$ cat config.mk
export PLATFORM = sky130hd
export DESIGN_NAME = scl_wavegen
export DESIGN_NICKNAME = d
export VERILOG_FILES = /design/src/rtl/scg_pkg.sv /design/src/rtl/scg_cfg_decode.sv /design/src/rtl/scg_phase_timer.sv /design/src/rtl/scg_level_fsm.sv /design/src/rtl/scl_wavegen.sv
export SDC_FILE = /design/constraint.sdc
export NUM_CORES = 1
export LEC_CHECK = 0
export BUFFER_PORTS_ARGS = -buffer_cell sky130_fd_sc_hd__buf_2
export CORE_ASPECT_RATIO = 0.9
export CORE_UTILIZATION = 30
export CTS_CLUSTER_DIAMETER = 30
export CTS_CLUSTER_SIZE = 20
export DETAILED_ROUTE_END_ITERATION = 6
export PLACE_DENSITY = 0.5
export SLEW_MARGIN = 30
export SYNTH_ARGS = -nofsm -noshare
export SYNTH_HDL_FRONTEND = slang
export SYNTH_SLANG_ARGS = --single-unit
$ cat constraint.sdc
create_clock -name clk -period 4.96 [get_ports clk]
set_input_delay 0.248 -clock clk [delete_from_list [all_inputs] [get_ports clk]]
set_output_delay 0.248 -clock clk [all_outputs]
set_load 0.02 [all_outputs]
$ cat src/rtl/scg_pkg.sv
package scg_pkg;

   // state of the clock phase sequencer
   typedef enum logic [1:0] {
      PH_IDLE = 2'd0,
      PH_HIGH = 2'd1,
      PH_LOW  = 2'd2
   } phase_e;

endpackage

$ cat src/rtl/scg_cfg_decode.sv
module scg_cfg_decode #(
   parameter int DATA_W  = 32,
   parameter int DIV_W   = 8,
   parameter int EXP_W   = 3,
   parameter int MAX_EXP = 5,
   parameter int OFFSET  = 3,
   parameter int CNT_W   = 14
) (
   input  logic              clk,
   input  logic              rst_n,
   input  logic              cfg_we,
   input  logic [DATA_W-1:0] cfg_wdata,
   input  logic              sel_high,
   output logic [CNT_W-1:0]  len_m1,
   output logic [CNT_W-1:0]  mid_pt
);

   localparam int LO_LSB  = 0;
   localparam int HI_LSB  = DIV_W;
   localparam int EXP_LSB = 2 * DIV_W;
   localparam int FIELD_W = EXP_LSB + EXP_W;
   localparam int EXP_TOP = (1 << EXP_W) - 1;

   logic [DIV_W-1:0] lo_q;
   logic [DIV_W-1:0] hi_q;
   logic [EXP_W-1:0] exp_q;
   logic [EXP_W-1:0] exp_eff;
   logic [CNT_W-1:0] len;

   // shadow copy of the configuration word; consumed only at phase loads
   always_ff @(posedge clk or negedge rst_n) begin
      if (!rst_n) begin
         lo_q  <= '0;
         hi_q  <= '0;
         exp_q <= '0;
      end else if (cfg_we) begin
         lo_q  <= cfg_wdata[LO_LSB  +: DIV_W];
         hi_q  <= cfg_wdata[HI_LSB  +: DIV_W];
         exp_q <= cfg_wdata[EXP_LSB +: EXP_W];
      end
   end

   generate
      if (MAX_EXP >= EXP_TOP) begin : g_nocap
         assign exp_eff = exp_q;
      end else begin : g_cap
         assign exp_eff = (exp_q > EXP_W'(MAX_EXP)) ? EXP_W'(MAX_EXP) : exp_q;
      end

      if (DATA_W > FIELD_W) begin : g_spare
         logic unused_spare;
         assign unused_spare = ^cfg_wdata[DATA_W-1:FIELD_W];
      end
   endgenerate

   always_comb begin
      len    = (CNT_W'(sel_high ? hi_q : lo_q) << exp_eff) + CNT_W'(OFFSET);
      len_m1 = len - CNT_W'(1);
      mid_pt = len_m1 >> 1;
   end


   exp_cap_chk: assert property (@(posedge clk) disable iff (!rst_n)
      exp_eff <= EXP_W'(MAX_EXP));

endmodule

$ cat src/rtl/scg_phase_timer.sv
module scg_phase_timer #(
   parameter int CNT_W = 14
) (
   input  logic             clk,
   input  logic             rst_n,
   input  logic             clr,
   input  logic             load,
   input  logic [CNT_W-1:0] load_val,
   input  logic [CNT_W-1:0] load_mid,
   input  logic             dec,
   output logic             at_zero,
   output logic             mid_tick
);

   logic [CNT_W-1:0] cnt;
   logic [CNT_W-1:0] mid_q;

   always_ff @(posedge clk or negedge rst_n) begin
      if (!rst_n) begin
         cnt      <= '0;
         mid_q    <= '0;
         mid_tick <= 1'b0;
      end else if (clr) begin
         cnt      <= '0;
         mid_q    <= '0;
         mid_tick <= 1'b0;
      end else if (load) begin
         cnt      <= load_val;
         mid_q    <= load_mid;
         mid_tick <= 1'b0;
      end else if (dec && cnt != '0) begin
         cnt      <= cnt - CNT_W'(1);
         mid_tick <= (cnt == mid_q + CNT_W'(1));
      end else begin
         mid_tick <= 1'b0;
      end
   end

   assign at_zero = (cnt == '0);


   load_val_chk: assert property (@(posedge clk) disable iff (!rst_n)
      (load && !clr) |=> (cnt == $past(load_val)));


   freeze_chk: assert property (@(posedge clk) disable iff (!rst_n)
      (!clr && !load && !dec) |=> $stable(cnt));


   mid_once_chk: assert property (@(posedge clk) disable iff (!rst_n)
      mid_tick |=> !mid_tick);

endmodule

$ cat src/rtl/scg_level_fsm.sv
module scg_level_fsm
   import scg_pkg::*;
(
   input  logic clk,
   input  logic rst_n,
   input  logic enable,
   input  logic run,
   input  logic hold,
   input  logic at_zero,
   output logic clr,
   output logic load,
   output logic dec,
   output logic sel_high,
   output logic scl_level,
   output logic edge_tick
);

   phase_e state;
   phase_e nxt;
   logic   tick_n;

   always_comb begin
      nxt      = state;
      clr      = 1'b0;
      load     = 1'b0;
      sel_high = 1'b1;
      tick_n   = 1'b0;
      if (!enable) begin
         nxt = PH_IDLE;
         clr = 1'b1;
      end else begin
         case (state)
            PH_IDLE: begin
               if (run) begin
                  nxt    = PH_HIGH;
                  load   = 1'b1;
                  tick_n = 1'b1;
               end
            end
            PH_HIGH: begin
               if (at_zero && !hold) begin
                  if (run) begin
                     nxt      = PH_LOW;
                     load     = 1'b1;
                     sel_high = 1'b0;
                     tick_n   = 1'b1;
                  end else begin
                     nxt = PH_IDLE;
                     clr = 1'b1;
                  end
               end
            end
            PH_LOW: begin
               if (at_zero && !hold) begin
                  nxt    = PH_HIGH;
                  load   = 1'b1;
                  tick_n = 1'b1;
               end
            end
            default: begin
               nxt = PH_IDLE;
               clr = 1'b1;
            end
         endcase
      end
      dec = (state != PH_IDLE) && enable && !hold && !load;
   end

   always_ff @(posedge clk or negedge rst_n) begin
      if (!rst_n) begin
         state     <= PH_IDLE;
         scl_level <= 1'b1;
         edge_tick <= 1'b0;
      end else begin
         state     <= nxt;
         scl_level <= (nxt != PH_LOW);
         edge_tick <= tick_n;
      end
   end


   disable_idle_chk: assert property (@(posedge clk) disable iff (!rst_n)
      !enable |=> (scl_level && !edge_tick));


   low_after_high_chk: assert property (@(posedge clk) disable iff (!rst_n)
      (edge_tick && !scl_level) |-> $past(scl_level));


   idle_high_chk: assert property (@(posedge clk) disable iff (!rst_n)
      (state == PH_IDLE) |-> scl_level);


   start_tick_chk: assert property (@(posedge clk) disable iff (!rst_n)
      ($past(state) == PH_IDLE && state == PH_HIGH) |-> edge_tick);

endmodule

$ cat src/rtl/scl_wavegen.sv
module scl_wavegen #(
   parameter int DATA_W     = 32,
   parameter int DIV_W      = 8,
   parameter int EXP_W      = 3,
   parameter int MAX_EXP    = 5,
   parameter int OFFSET     = 3,
   parameter bit STRETCH_EN = 1'b1
) (
   input  logic              clk,
   input  logic              rst_n,
   input  logic              enable,
   input  logic              run,
   input  logic              hold,
   input  logic              cfg_we,
   input  logic [DATA_W-1:0] cfg_wdata,
   output logic              scl_level,
   output logic              edge_tick,
   output logic              mid_tick
);

   localparam int CNT_W = DIV_W + MAX_EXP + 1;

   generate
      if (MAX_EXP < 0 || MAX_EXP > (1 << EXP_W) - 1) begin : g_bad_exp
         $error("MAX_EXP must fit the exponent field");
      end
      if (OFFSET < 2 || OFFSET >= (1 << (DIV_W + MAX_EXP))) begin : g_bad_off
         $error("OFFSET out of range");
      end
      if (DATA_W < 2 * DIV_W + EXP_W) begin : g_bad_data
         $error("DATA_W too narrow for the configuration fields");
      end
   endgenerate

   logic             hold_eff;
   logic             clr;
   logic             load;
   logic             dec;
   logic             sel_high;
   logic             at_zero;
   logic [CNT_W-1:0] len_m1;
   logic [CNT_W-1:0] mid_pt;

   generate
      if (STRETCH_EN) begin : g_stretch
         assign hold_eff = hold;
      end else begin : g_nostretch
         assign hold_eff = 1'b0;
      end
   endgenerate

   scg_cfg_decode #(
      .DATA_W (DATA_W),
      .DIV_W  (DIV_W),
      .EXP_W  (EXP_W),
      .MAX_EXP(MAX_EXP),
      .OFFSET (OFFSET),
      .CNT_W  (CNT_W)
   ) u_cfg (
      .clk      (clk),
      .rst_n    (rst_n),
      .cfg_we   (cfg_we),
      .cfg_wdata(cfg_wdata),
      .sel_high (sel_high),
      .len_m1   (len_m1),
      .mid_pt   (mid_pt)
   );

   scg_phase_timer #(
      .CNT_W(CNT_W)
   ) u_timer (
      .clk     (clk),
      .rst_n   (rst_n),
      .clr     (clr),
      .load    (load),
      .load_val(len_m1),
      .load_mid(mid_pt),
      .dec     (dec),
      .at_zero (at_zero),
      .mid_tick(mid_tick)
   );

   scg_level_fsm u_fsm (
      .clk      (clk),
      .rst_n    (rst_n),
      .enable   (enable),
      .run      (run),
      .hold     (hold_eff),
      .at_zero  (at_zero),
      .clr      (clr),
      .load     (load),
      .dec      (dec),
      .sel_high (sel_high),
      .scl_level(scl_level),
      .edge_tick(edge_tick)
   );

endmodule

==> results of run 1 <==
==> synth_stat cells, drive strengths merged (4+ instances only) <==
cell type / instances / area [um2]
dfrtp: 50 / 1251
nand2: 45 / 168.9
nor2: 33 / 123.9
clkbuf: 28 / 105.1
o21ai: 27 / 135.1
mux2: 24 / 270.3
mux2i: 24 / 240.2
a21oi: 18 / 90.09
nand3: 17 / 85.08
nor4: 13 / 87.58
xnor2: 12 / 105.1
inv: 11 / 41.29
nor3: 11 / 66.32
xor2: 9 / 78.83
a21boi: 8 / 60.06
a31oi: 7 / 43.79
nand4: 6 / 37.54
o211ai: 6 / 45.04
a21o: 5 / 37.54
a211oi: 4 / 30.03
ha: 4 / 50.05
nor2b: 4 / 25.02
o221a: 4 / 45.04
or2: 4 / 25.02
or4: 4 / 41.29
==> sequential cells by signal, summed over array words and instances, names as in the netlist <==
signal,count
u_cfg.lo_q,8
u_fsm.scl_level,1
u_cfg.hi_q,8
u_cfg.exp_q,3
u_fsm.edge_tick,1
u_timer.cnt,14
u_fsm.state,2
u_timer.mid_q,13
u_timer.mid_tick,1
==> layer usage <==
layer | GRT usage, % | wire, um | vias to the layer above | share of wire [%]
met5 | 0 | 0 | - | 0
met3 | 2.697 | 390 | 10 | 3.8
met1 | 24.68 | 5230 | 1632 | 51
li1 | - | - | 1642 | -
met2 | 24.72 | 4473 | 71 | 44
met4 | 4.586 | 120 | 0 | 1.2
==> report_power, final <==
part	total (mW)	internal (mW)	switching, mW
logic	0.580	0.241	0.340
clock network	0.342	0.185	0.158
registers	0.591	0.478	0.113
total	1.51	0.903	0.610
==> area by class of cell <==
class	count	area (um2)
Inverter	11	41.29
Clock inverter	3	15.01
Multi-Input combinational cell	343	2397
Clock buffer	5	125.1
Tap cell	160	200.2
Timing Repair Buffer	33	180.2
Sequential cell	51	1277
Fill cell	1258	8030
==> logic make-up after synthesis <==
group,Yosys count
fa+ha+maj,4
buf+inv,42
flops,51
mux,50
xor+xnor,21
compound gates,110
simple gates,158
==> through the flow <==
step                      std cells  setup WS (ps)  util, %
after CTS                       606          934.3    34.54
final                           606          960.6    34.54
after detailed placement        598          951.7    33.39
after global routing            606          693.0    34.54
after floorplan                 436           1459        -
after global placement          598           1002    33.39
==> layout by cell type (no fill, tap or decap), types with 3 or more instances in the layout <==
cell type  count
nor2_1        33
and3_1         3
a21o_1         5
nand2_1       45
or4_4          3
nor3_1        10
buf_4          6
clkinv_2       3
mux2i_1       24
a31oi_1        7
o221a_2        4
xnor2_1       12
a21boi_0       7
buf_2         27
a22o_1         3
o31ai_1        3
o211ai_1       6
a211o_1        3
ha_1           4
inv_1         11
dfrtp_1       50
clkbuf_16      5
o21ai_0       26
a21oi_1       18
nand4_1        6
xor2_1         9
nor2b_1        4
nand3_1       17
nand2b_1       3
or2_2          4
a211oi_1       4
mux2_2        24
nor4_1        12
==> how the worst max path moves through the flow <==
stage | startpoint | end | slack [ps]
after detailed placement | u_timer.cnt[6]$_DFFE_PN0P_ | u_timer.mid_q[8]$_DFFE_PN0P_ | 950
after CTS | u_timer.cnt[6]$_DFFE_PN0P_ | u_timer.mid_q[8]$_DFFE_PN0P_ | 930
after floorplan | u_timer.cnt[6]$_DFFE_PN0P_ | u_timer.mid_q[8]$_DFFE_PN0P_ | 1460
final | u_timer.cnt[6]$_DFFE_PN0P_ | u_timer.mid_q[8]$_DFFE_PN0P_ | 960
after global routing | u_timer.cnt[6]$_DFFE_PN0P_ | u_timer.mid_q[8]$_DFFE_PN0P_ | 690
after global placement | u_timer.cnt[6]$_DFFE_PN0P_ | u_timer.mid_q[8]$_DFFE_PN0P_ | 1000
==> critical path, delay by kind of cell (launching register included) <==
family,cells,cell delay [ps]
mux,1,240
flops,1,480
fa+ha+maj,1,200
xor+xnor,1,260
compound gates,2,390
simple gates,6,2350
==> summary.md, run 1 <==
| Metric | Value |
|---|---|
| Skew final | `6.623 ps` |
| Layout cells sized above 1 | `18.83%` |
| Startpoint types | `flop` |
| Cts bufs inserted | `5` |
| Clk slew on worst S/H paths | `about 70 ps` |
| Reg2Reg Depth | `11` |
| EDFF count, synth | `0` |
| Max-Cap Viols | `0` |
| Fmax | `0.2500 GHz` |
| Mux share of post-synthesis cell area | `14.65%` |
| Final net count | `487` |
| DRC Markers | `0` |
| Post-DP Area | `between 4000 and 5000 um2` |
| Post-Syn Area | `3842 um2` |
| Final period util | `between 80 and 90%` |
| Pwr per Cell Area | `357.2 nW/um2` |
| Worst-Margin Slew | `about 730 ps` |
| Via density | `5.536` |
| Post-synth top flop | `dfrtp_1` |
| Clk root buf | `clkbuf_16` |
| Largest family of logic cells by synthesized area | `simple AND/OR/NAND/NOR gates` |
| Slowest-stage cell, CP | `or4_4` |
| Remaining Overflow, GRT | `0` |
| ANT nets after route | `0` |
| Slew Viols, Final | `0` |
| Async SR Flop Fraction | `100.0%` |
| Final min period | `~4000 ps` |
| Pwr Total | `1.513 mW` |
| Final hold violation count | `0` |
| Worst r2r dst | `u_timer.mid_q[8]$_DFFE_PN0P_` |
| Syn_nets | `478` |
| I/O pin total | `41` |
| H-tree depth | `2` |
| Area Overhead vs Synth | `10.26%` |
| Hold Path Class | `primary input to asynchronous set/reset pin` |
| Post-synth cell types | `64` |
| Largest net degree at the start of global routing | `52` |
| Endpoint class of the critical path | `flop` |
| Status | `completed` |
| Buffer count from post-CTS setup fixing | `0` |
| Post_cts resized | `0` |
| Per-cell routed wire length | `about 17 um` |
| Initial antenna violation count | `0` |
| Synth Area per Inst | `between 8 and 9 um2` |
| Placeable Area | `12270 um2` |
| Die height | `109.4 um` |
| Initial Util | `31.32%` |
| CTS Buffer Depth | `2` |
| Crit path largest cell delay | `around 600 ps` |
| Worst path required time | `5200 ps` |
| Synth Area in Compound Gates | `around 20%` |
| RePlAce Congestion | `0.7873` |
| Reg2reg setup slack | `960 ps` |
| GRT Util Overall | `16.64%` |
| Vias | `3355` |
| Final hold slack | `67.34 ps` |
| Die Wd | `around 120 um` |
| CTS Sinks | `51` |
| Relative slew slack | `50.80%` |
| Crit-path max FO | `11` |
| Xor and xnor area share after synthesis | `4.787%` |
| Initial DRC count | `255` |
| Final WL | `10220 um` |
| Leak | `about 1.8 nW` |
| Global-route wire length before repair | `roughly 17000 um` |
| # rows | `38` |
| Mapped Cells | `436` |
| Adder-cell area share of the yosys netlist | `under 10%` |
| Hpwl dp | `7370 um` |
| Post-synthesis simple-gate area fraction | `around 22%` |
| CTS tree | `done` |
| Final instance area | `4237 um2` |
| Drt pass-1 iters | `5` |
| Arrival @ worst endpoint | `4240 ps` |
| Setup Viol. Count Final | `0` |
| N_diodes | `0` |
| Cts hold-fix bufs | `0` |
| WS Path Type | `flop to flop` |
| Full die area | `13270 um2` |
| Setup TNS | `0 ps` |
| Worst path cell trace | `or3_4, or4_4, nor3_4, mux2i_1, nand2_1, a21oi_1, ha_1, or3b_4, nor4b_4, xor2_1, o221a_2` |
| Crit Reg-Reg Startpoint | `u_timer.cnt[6]$_DFFE_PN0P_` |
| Yosys warnings | `0` |
| Peak VDD IR | `0.1281 mV` |
| Post-synthesis sequential area ratio | `33.25%` |
| Vias in the first global route | `around 3200` |
| Port Buffer Count | `27` |
| Clk Latency, worst-skew pair | `around 300 ps` |
| Flops & latches, synth | `51` |
| RSZ-0062 raised after global routing | `no` |
No activity file was read; power rests on OpenSTA's default activity.
==> run 2: changes to the inputs <==
--- a/config.mk
+++ b/config.mk
@@ -11,7 +11,7 @@
 export CTS_CLUSTER_DIAMETER = 30
 export CTS_CLUSTER_SIZE = 20
 export DETAILED_ROUTE_END_ITERATION = 6
-export PLACE_DENSITY = 0.5
+export PLACE_DENSITY = 0.52
 export SLEW_MARGIN = 30
 export SYNTH_ARGS = -nofsm -noshare
 export SYNTH_HDL_FRONTEND = slang
==> constraint.sdc (replaced) <==
create_clock -name clk -period 3.25 [get_ports clk]
set_input_delay 0.1625 -clock clk [delete_from_list [all_inputs] [get_ports clk]]
set_output_delay 0.1625 -clock clk [all_outputs]
set_load 0.02 [all_outputs]
==> summary.md, run 2 (synthesis gave the netlist of run 1 again) <==
| Metric | Value |
|---|---|
| Status | `finished, violations left` |
| Failing checks | `setup timing` |
| Reg area | `1277 um2 (unchanged)` |
| CTS Sinks | `51 (unchanged)` |
| Hpwl dp | `8402 um (+14%)` |
| Crit path setup slack, layout | `-203.5 ps (-1164 ps)` |
| Via density | `5.474 (-1.1%)` |
| Final hold slack | `80.71 ps (+13.37 ps)` |
| RSZ-0062 raised after global routing | `yes` |
| Reg with most FFs | `u_timer.cnt` |
| Final instance area | `4752 um2 (+12%)` |
| Post-DP Area | `4458 um2 (+8.8%)` |
| Clock Power Share | `20.5% (-2.1 points)` |
| NetSw | `1.008 mW (+65%)` |
| Setup TNS | `-1179 ps (-1179 ps)` |
| Final hold violation count | `0 (unchanged)` |
| Clk slew on worst S/H paths | `70 ps (about the same)` |
| Power share of the sequential group | `32.7% (-6.3 points)` |
| Slowest-stage cell, CP | `mux4_2` |
| Peak VDD IR | `0.2642 mV (+110%)` |
| Regs by FF count | `u_timer.cnt: 14 flops, u_timer.mid_q: 13 flops` |
| Worst slack, placed | `-161.6 ps (-1113 ps)` |
| Comb power frac | `46.8% (+8.5 points)` |
| CTS Buffer Depth | `2 (unchanged)` |
| Global-route wire length before repair | `18690 um (+8.8%)` |
| Die height | `109.4 um (unchanged)` |
| Vias in the first global route | `3574 (+12%)` |
| Endpoint class of the critical path | `flop` |
| Remaining Overflow, GRT | `0 (unchanged)` |
| Crit-path max FO | `3 (-8)` |
| Cts bufs inserted | `5 (unchanged)` |
| Setup Viol. Count Final | `9 (+9)` |
| Largest net degree at the start of global routing | `29 (-44%)` |
| Drt pass-1 iters | `5 (unchanged)` |
| DP Cell Count | `644 (+7.7%)` |
| Leak | `2.088 nW (+15%)` |
| Max-Cap Viols | `0 (unchanged)` |
| Pwr per Cell Area | `544.2 nW/um2 (+52%)` |
| Clk Latency, worst-skew pair | `290 ps (about the same)` |
| Max reg flops | `14 (unchanged)` |
| Worst path cell trace | `or3_4, or4_4, nor3_4, buf_6, buf_6, mux4_2, a211o_1, nor4b_4, buf_4, a31o_2, o211a_1` |
| Clk root buf | `clkbuf_16` |
| H-tree depth | `2 (unchanged)` |
| Per-cell routed wire length | `16.60 um (-1.5%)` |
| N_diodes | `0 (unchanged)` |
| Startpoint types | `flop` |
| Final WL | `10990 um (+7.6%)` |
| WS Path Type | `flop to flop` |
| Port Buffer Count | `27 (unchanged)` |
| Final period util | `106.3% (+26 points)` |
| Final std cells w/o fill | `662 (+9.2%)` |
| Die Wd | `121.3 um (unchanged)` |
| # rows | `38 (unchanged)` |
| CTS tree | `done` |
| Initial Util | `31.32% (unchanged)` |
| Most frequent cells in the layout | `buf_4 (57), dfrtp_1 (50), nand2_1 (44)` |
| Area of the multi-input gates | `2470 um2 (+3.0%)` |
| Placeable Area | `12270 um2 (unchanged)` |
| ANT nets after route | `0 (unchanged)` |
| Hold Path Class | `primary input to flop` |
| Final net count | `543 (+11%)` |
| Cell-internal power | `1.578 mW (+75%)` |
| GRT Util Overall | `17.74% (+1.1 points)` |
| Final min period | `3454 ps (-545.9 ps)` |
| Arrival @ worst endpoint | `3690 ps (-550 ps)` |
| Layout cells sized above 1 | `30.48% (+12 points)` |
| Initial antenna violation count | `0 (unchanged)` |
| Fillcell total | `1229 (-2.3%)` |
| Slew Viols, Final | `0 (unchanged)` |
| Net Sw Frac | `38.99% (-1.3 points)` |
| RePlAce Congestion | `0.8878 (+13%)` |
| DRC Markers | `0 (unchanged)` |
| I/O pin total | `41 (unchanged)` |
| Initial DRC count | `271 (+6.3%)` |
| Full die area | `13270 um2 (unchanged)` |
| Skew final | `5.676 ps (-0.9471 ps)` |
| Relative slew slack | `56.23% (+5.4 points)` |
| CP most frequent cell | `buf_6` |
| Fmax | `0.2896 GHz (+16%)` |
| Commonest non-fill, non-tap cell in the layout | `buf_4` |
| Worst path required time | `3490 ps (-1710 ps)` |
| Vias | `3624 (+8.0%)` |
| Worst-Margin Slew | `656.6 ps (-78.18 ps)` |
| Crit path largest cell delay | `500 ps (-100 ps)` |
| Area Overhead vs Synth | `23.67%` |
run 2: changes by cell type in the layout (fill, tap and decap cells not counted), sizes merged:
cell         delta
dlygate4sd3     +1
buf            +55
clkinv          -2
clkinvlp        +2
run 2: per-stage QoR:
step	util [%]	total power, mW
after floorplan	-	1.587
after global placement	36.34	1.992
after detailed placement	36.34	2.010
after CTS	37.70	2.553
after global routing	38.74	2.769
final	38.74	2.586
run 2: worst paths after layout:
check                                       startpoint                            end  slack, ps  cells past startpoint
min in group asynchronous                        rst_n     u_timer.mid_tick$_DFF_PN0_        440                      2
setup / recovery            u_timer.cnt[7]$_DFFE_PN0P_  u_timer.mid_q[10]$_DFFE_PN0P_       -200                     11
setup reg to reg            u_timer.cnt[7]$_DFFE_PN0P_  u_timer.mid_q[10]$_DFFE_PN0P_       -200                     11
hold reg to reg            u_timer.cnt[12]$_DFFE_PN0P_    u_timer.cnt[12]$_DFFE_PN0P_        540                      1
max in group asynchronous                        rst_n      u_fsm.scl_level$_DFF_PN1_       2000                      3
hold / removal                           cfg_wdata[18]     u_cfg.exp_q[2]$_DFFE_PN0P_         80                      3
run 2: repair_timing:
action | in CTS | in global routing
endpoints found under the setup margin | 9 | 18
buffers inserted | 1 | 8
hold buffers | 1 | 0
hold endpoints to repair | 27 | 0
pin swaps | 4 | 9
gates resized for setup | 3 | 16
run 2: critical path: cells and delay by family, from the launching register on:
family,cells,cell delay [ps]
compound gates,3,660
flops,1,400
mux,1,500
buf+inv,3,400
simple gates,4,1450
run 2: cell type report:
type / instances / share of cell area, %
clock inverter: 3 / 0.4213
multi-input combinational: 343 / 51.97
inverter: 11 / 0.8689
clock buffer: 5 / 2.633
tap: 160 / 4.213
timing repair buffer: 89 / 13.01
sequential: 51 / 26.88
run 2: per-layer routing:
layer  track usage [%]  vias up  share of wire (%)
met4             4.056        0                1.2
li1                  -     1746                  -
met2             27.23      106                 44
met1             26.74     1763                 50
met3             1.556        9                4.7
met5                 0        -                  0
run 2: power groups by stage:
stage	Clock, mW	Sequential [mW]	Combinational [mW]
floorplan	0	0.818	0.769
global placement	0	0.850	1.14
detailed placement	0	0.853	1.16
CTS	0.546	0.842	1.16
global route	0.572	0.863	1.33
finish	0.531	0.846	1.21
==> run 3: changes to the inputs <==
--- a/config.mk
+++ b/config.mk
@@ -12,6 +12,7 @@
 export CTS_CLUSTER_SIZE = 20
 export DETAILED_ROUTE_END_ITERATION = 6
 export PLACE_DENSITY = 0.52
+export RECOVER_POWER = 50
 export SLEW_MARGIN = 30
 export SYNTH_ARGS = -nofsm -noshare
 export SYNTH_HDL_FRONTEND = slang
==> summary.md, run 3 (synthesis gave the netlist of run 1 again) <==
| Metric | Value |
|---|---|
| Reg with most FFs | `u_timer.cnt` |
| Final min period | `3452 ps (-1.272 ps)` |
| GRT Util Overall | `17.74% (unchanged)` |
| CTS tree | `done` |
| Drt pass-1 iters | `5 (unchanged)` |
| Global-route wire length before repair | `18690 um (unchanged)` |
| Slew Viols, Final | `29 (+29)` |
| RSZ-0062 raised after global routing | `yes` |
| Most frequent cells in the layout | `buf_4 (57), dfrtp_1 (50), nand2_1 (44)` |
| Endpoint class of the critical path | `flop` |
| Area of the multi-input gates | `2470 um2 (unchanged)` |
| Clk slew on worst S/H paths | `70 ps (about the same)` |
| Crit path setup slack, layout | `-202.2 ps (+1.272 ps)` |
| Cts bufs inserted | `5 (unchanged)` |
| Full die area | `13270 um2 (unchanged)` |
| Reg2Reg Depth | `11 (unchanged)` |
| Relative slew slack | `-6.824% (-63 points)` |
| Via density | `5.435 (-0.72%)` |
| Layout cells sized above 1 | `29.88% (-0.60 points)` |
| DRC Markers | `0 (unchanged)` |
| Arrival @ worst endpoint | `3690 ps (about the same)` |
| Die Wd | `121.3 um (unchanged)` |
| Vias | `3598 (-0.72%)` |
| I/O pin total | `41 (unchanged)` |
| Placeable Area | `12270 um2 (unchanged)` |
| Commonest non-fill, non-tap cell in the layout | `buf_4` |
| Worst slack, placed | `-161.6 ps (unchanged)` |
| Initial Util | `31.32% (unchanged)` |
| ANT nets after route | `0 (unchanged)` |
| Final std cells w/o fill | `662 (unchanged)` |
| Remaining Overflow, GRT | `0 (unchanged)` |
| Peak VDD IR | `0.2640 mV (about the same)` |
| Initial antenna violation count | `0 (unchanged)` |
| Area Overhead vs Synth | `23.58% (about the same)` |
| RePlAce Congestion | `0.8878 (unchanged)` |
| Setup Viol. Count Final | `9 (unchanged)` |
| Skew final | `5.213 ps (-0.4626 ps)` |
| WS Path Type | `flop to flop` |
| Startpoint types | `flop` |
| Max reg flops | `14 (unchanged)` |
| Fillcell total | `1229 (unchanged)` |
| Clk root buf | `clkbuf_16` |
| Initial DRC count | `271 (unchanged)` |
| Pwr Total | `2.587 mW (about the same)` |
| CTS Buffer Depth | `2 (unchanged)` |
| Final WL | `11010 um (+0.21%)` |
| Final hold violation count | `0 (unchanged)` |
| Pwr per Cell Area | `544.9 nW/um2 (+0.13%)` |
| Reg area | `1277 um2 (unchanged)` |
| Critical path destination | `u_timer.mid_q[10]$_DFFE_PN0P_` |
| Die height | `109.4 um (unchanged)` |
| DP Cell Count | `644 (unchanged)` |
| Leak | `2.077 nW (-0.53%)` |
| Regs by FF count | `u_timer.cnt: 14 flops, u_timer.mid_q: 13 flops` |
| CTS Sinks | `51 (unchanged)` |
| Final period util | `106.2% (about the same)` |
| Fmax | `0.2897 GHz (about the same)` |
| Crit Reg-Reg Startpoint | `u_timer.cnt[6]$_DFFE_PN0P_` |
| Crit-path max FO | `3 (unchanged)` |
| Final hold slack | `80.81 ps (+0.1063 ps)` |
| H-tree depth | `2 (unchanged)` |
| Clk Latency, worst-skew pair | `290 ps (about the same)` |
| Final net count | `543 (unchanged)` |
| Per-cell routed wire length | `16.63 um (+0.21%)` |
| Failing checks | `capacitance limit, slew limit, setup timing` |
| Hold Path Class | `primary input to flop` |
| Largest net degree at the start of global routing | `29 (unchanged)` |
| Worst r2r dst | `u_timer.mid_q[10]$_DFFE_PN0P_` |
| Port Buffer Count | `27 (unchanged)` |
| Hpwl dp | `8402 um (unchanged)` |
| Crit. Startpoint | `u_timer.cnt[6]$_DFFE_PN0P_` |
| Vias in the first global route | `3574 (unchanged)` |
| # rows | `38 (unchanged)` |
| N_diodes | `0 (unchanged)` |
| Reg2reg setup slack | `-200 ps (about the same)` |
| Worst-Margin Slew | `1602 ps (+945.8 ps)` |
| Status | `finished, violations left` |
| Max-Cap Viols | `1 (+1)` |
| Worst path required time | `3480 ps (about the same)` |
run 3: per-layer routing:
layer  vias up  track usage, %  part of all wire, %
met1      1741           26.74                   51
met3         9           1.556                  4.8
met5         -               0                    0
li1       1746               -                    -
met4         0           4.056                  1.2
met2       102           27.23                   43
run 3: worst min path at each step:
| stage | slack, ps | cells after the start | endpoint | startpoint |
|---|---|---|---|---|
| floorplan | -130 | 0 | u_cfg.exp_q[0]$_DFFE_PN0P_ | rst_n |
| global placement | 240 | 1 | u_timer.mid_tick$_DFF_PN0_ | rst_n |
| detailed placement | 240 | 1 | u_timer.mid_tick$_DFF_PN0_ | rst_n |
| CTS | 80 | 3 | u_cfg.exp_q[2]$_DFFE_PN0P_ | cfg_wdata[18] |
| global route | 100 | 2 | u_cfg.lo_q[3]$_DFFE_PN0P_ | cfg_wdata[3] |
| finish | 80 | 3 | u_cfg.exp_q[2]$_DFFE_PN0P_ | cfg_wdata[18] |
run 3: through the flow:
step                util, %  setup TNS [ps]  area [um2]
global route          38.71           -2819        4748
CTS                   37.70          -416.8        4624
floorplan                 -          -861.0        3869
global placement      36.34          -106.9        4458
finish                38.71           -1166        4748
detailed placement    36.34          -592.8        4458
run 3: power by group:
part,internal (mW),switching (mW)
logic,0.563,0.648
clock network,0.285,0.245
registers,0.730,0.118
total,1.58,1.01
run 3: timing repair:
| item | in CTS | in global routing |
|---|---|---|
| cloned | 0 | 0 |
| gates resized for setup | 3 | 16 |
| buffers inserted | 1 | 8 |
| hold buffers | 1 | 0 |
| endpoints found under the hold margin | 27 | 0 |
| pin swaps | 4 | 9 |
| setup endpoints to repair | 9 | 18 |
run 3: critical path, stage by stage (launching register included):
cell,delay (ps)
dfrtp_1,380
or3_4,420
or4_4,460
nor3_4,270
buf_6,150
buf_6,90
mux4_2,500
a211o_1,340
nor4b_4,320
buf_4,160
a31o_2,180
o211a_1,140
run 3: layout make-up:
| type | count | share of cell area [%] |
|---|---|---|
| clock buffer | 5 | 2.635 |
| clock inverter | 3 | 0.4216 |
| inverter | 11 | 0.8696 |
| multi-input combinational | 343 | 52.02 |
| sequential | 51 | 26.90 |
| tap | 160 | 4.216 |
| timing repair buffer | 89 | 12.94 |
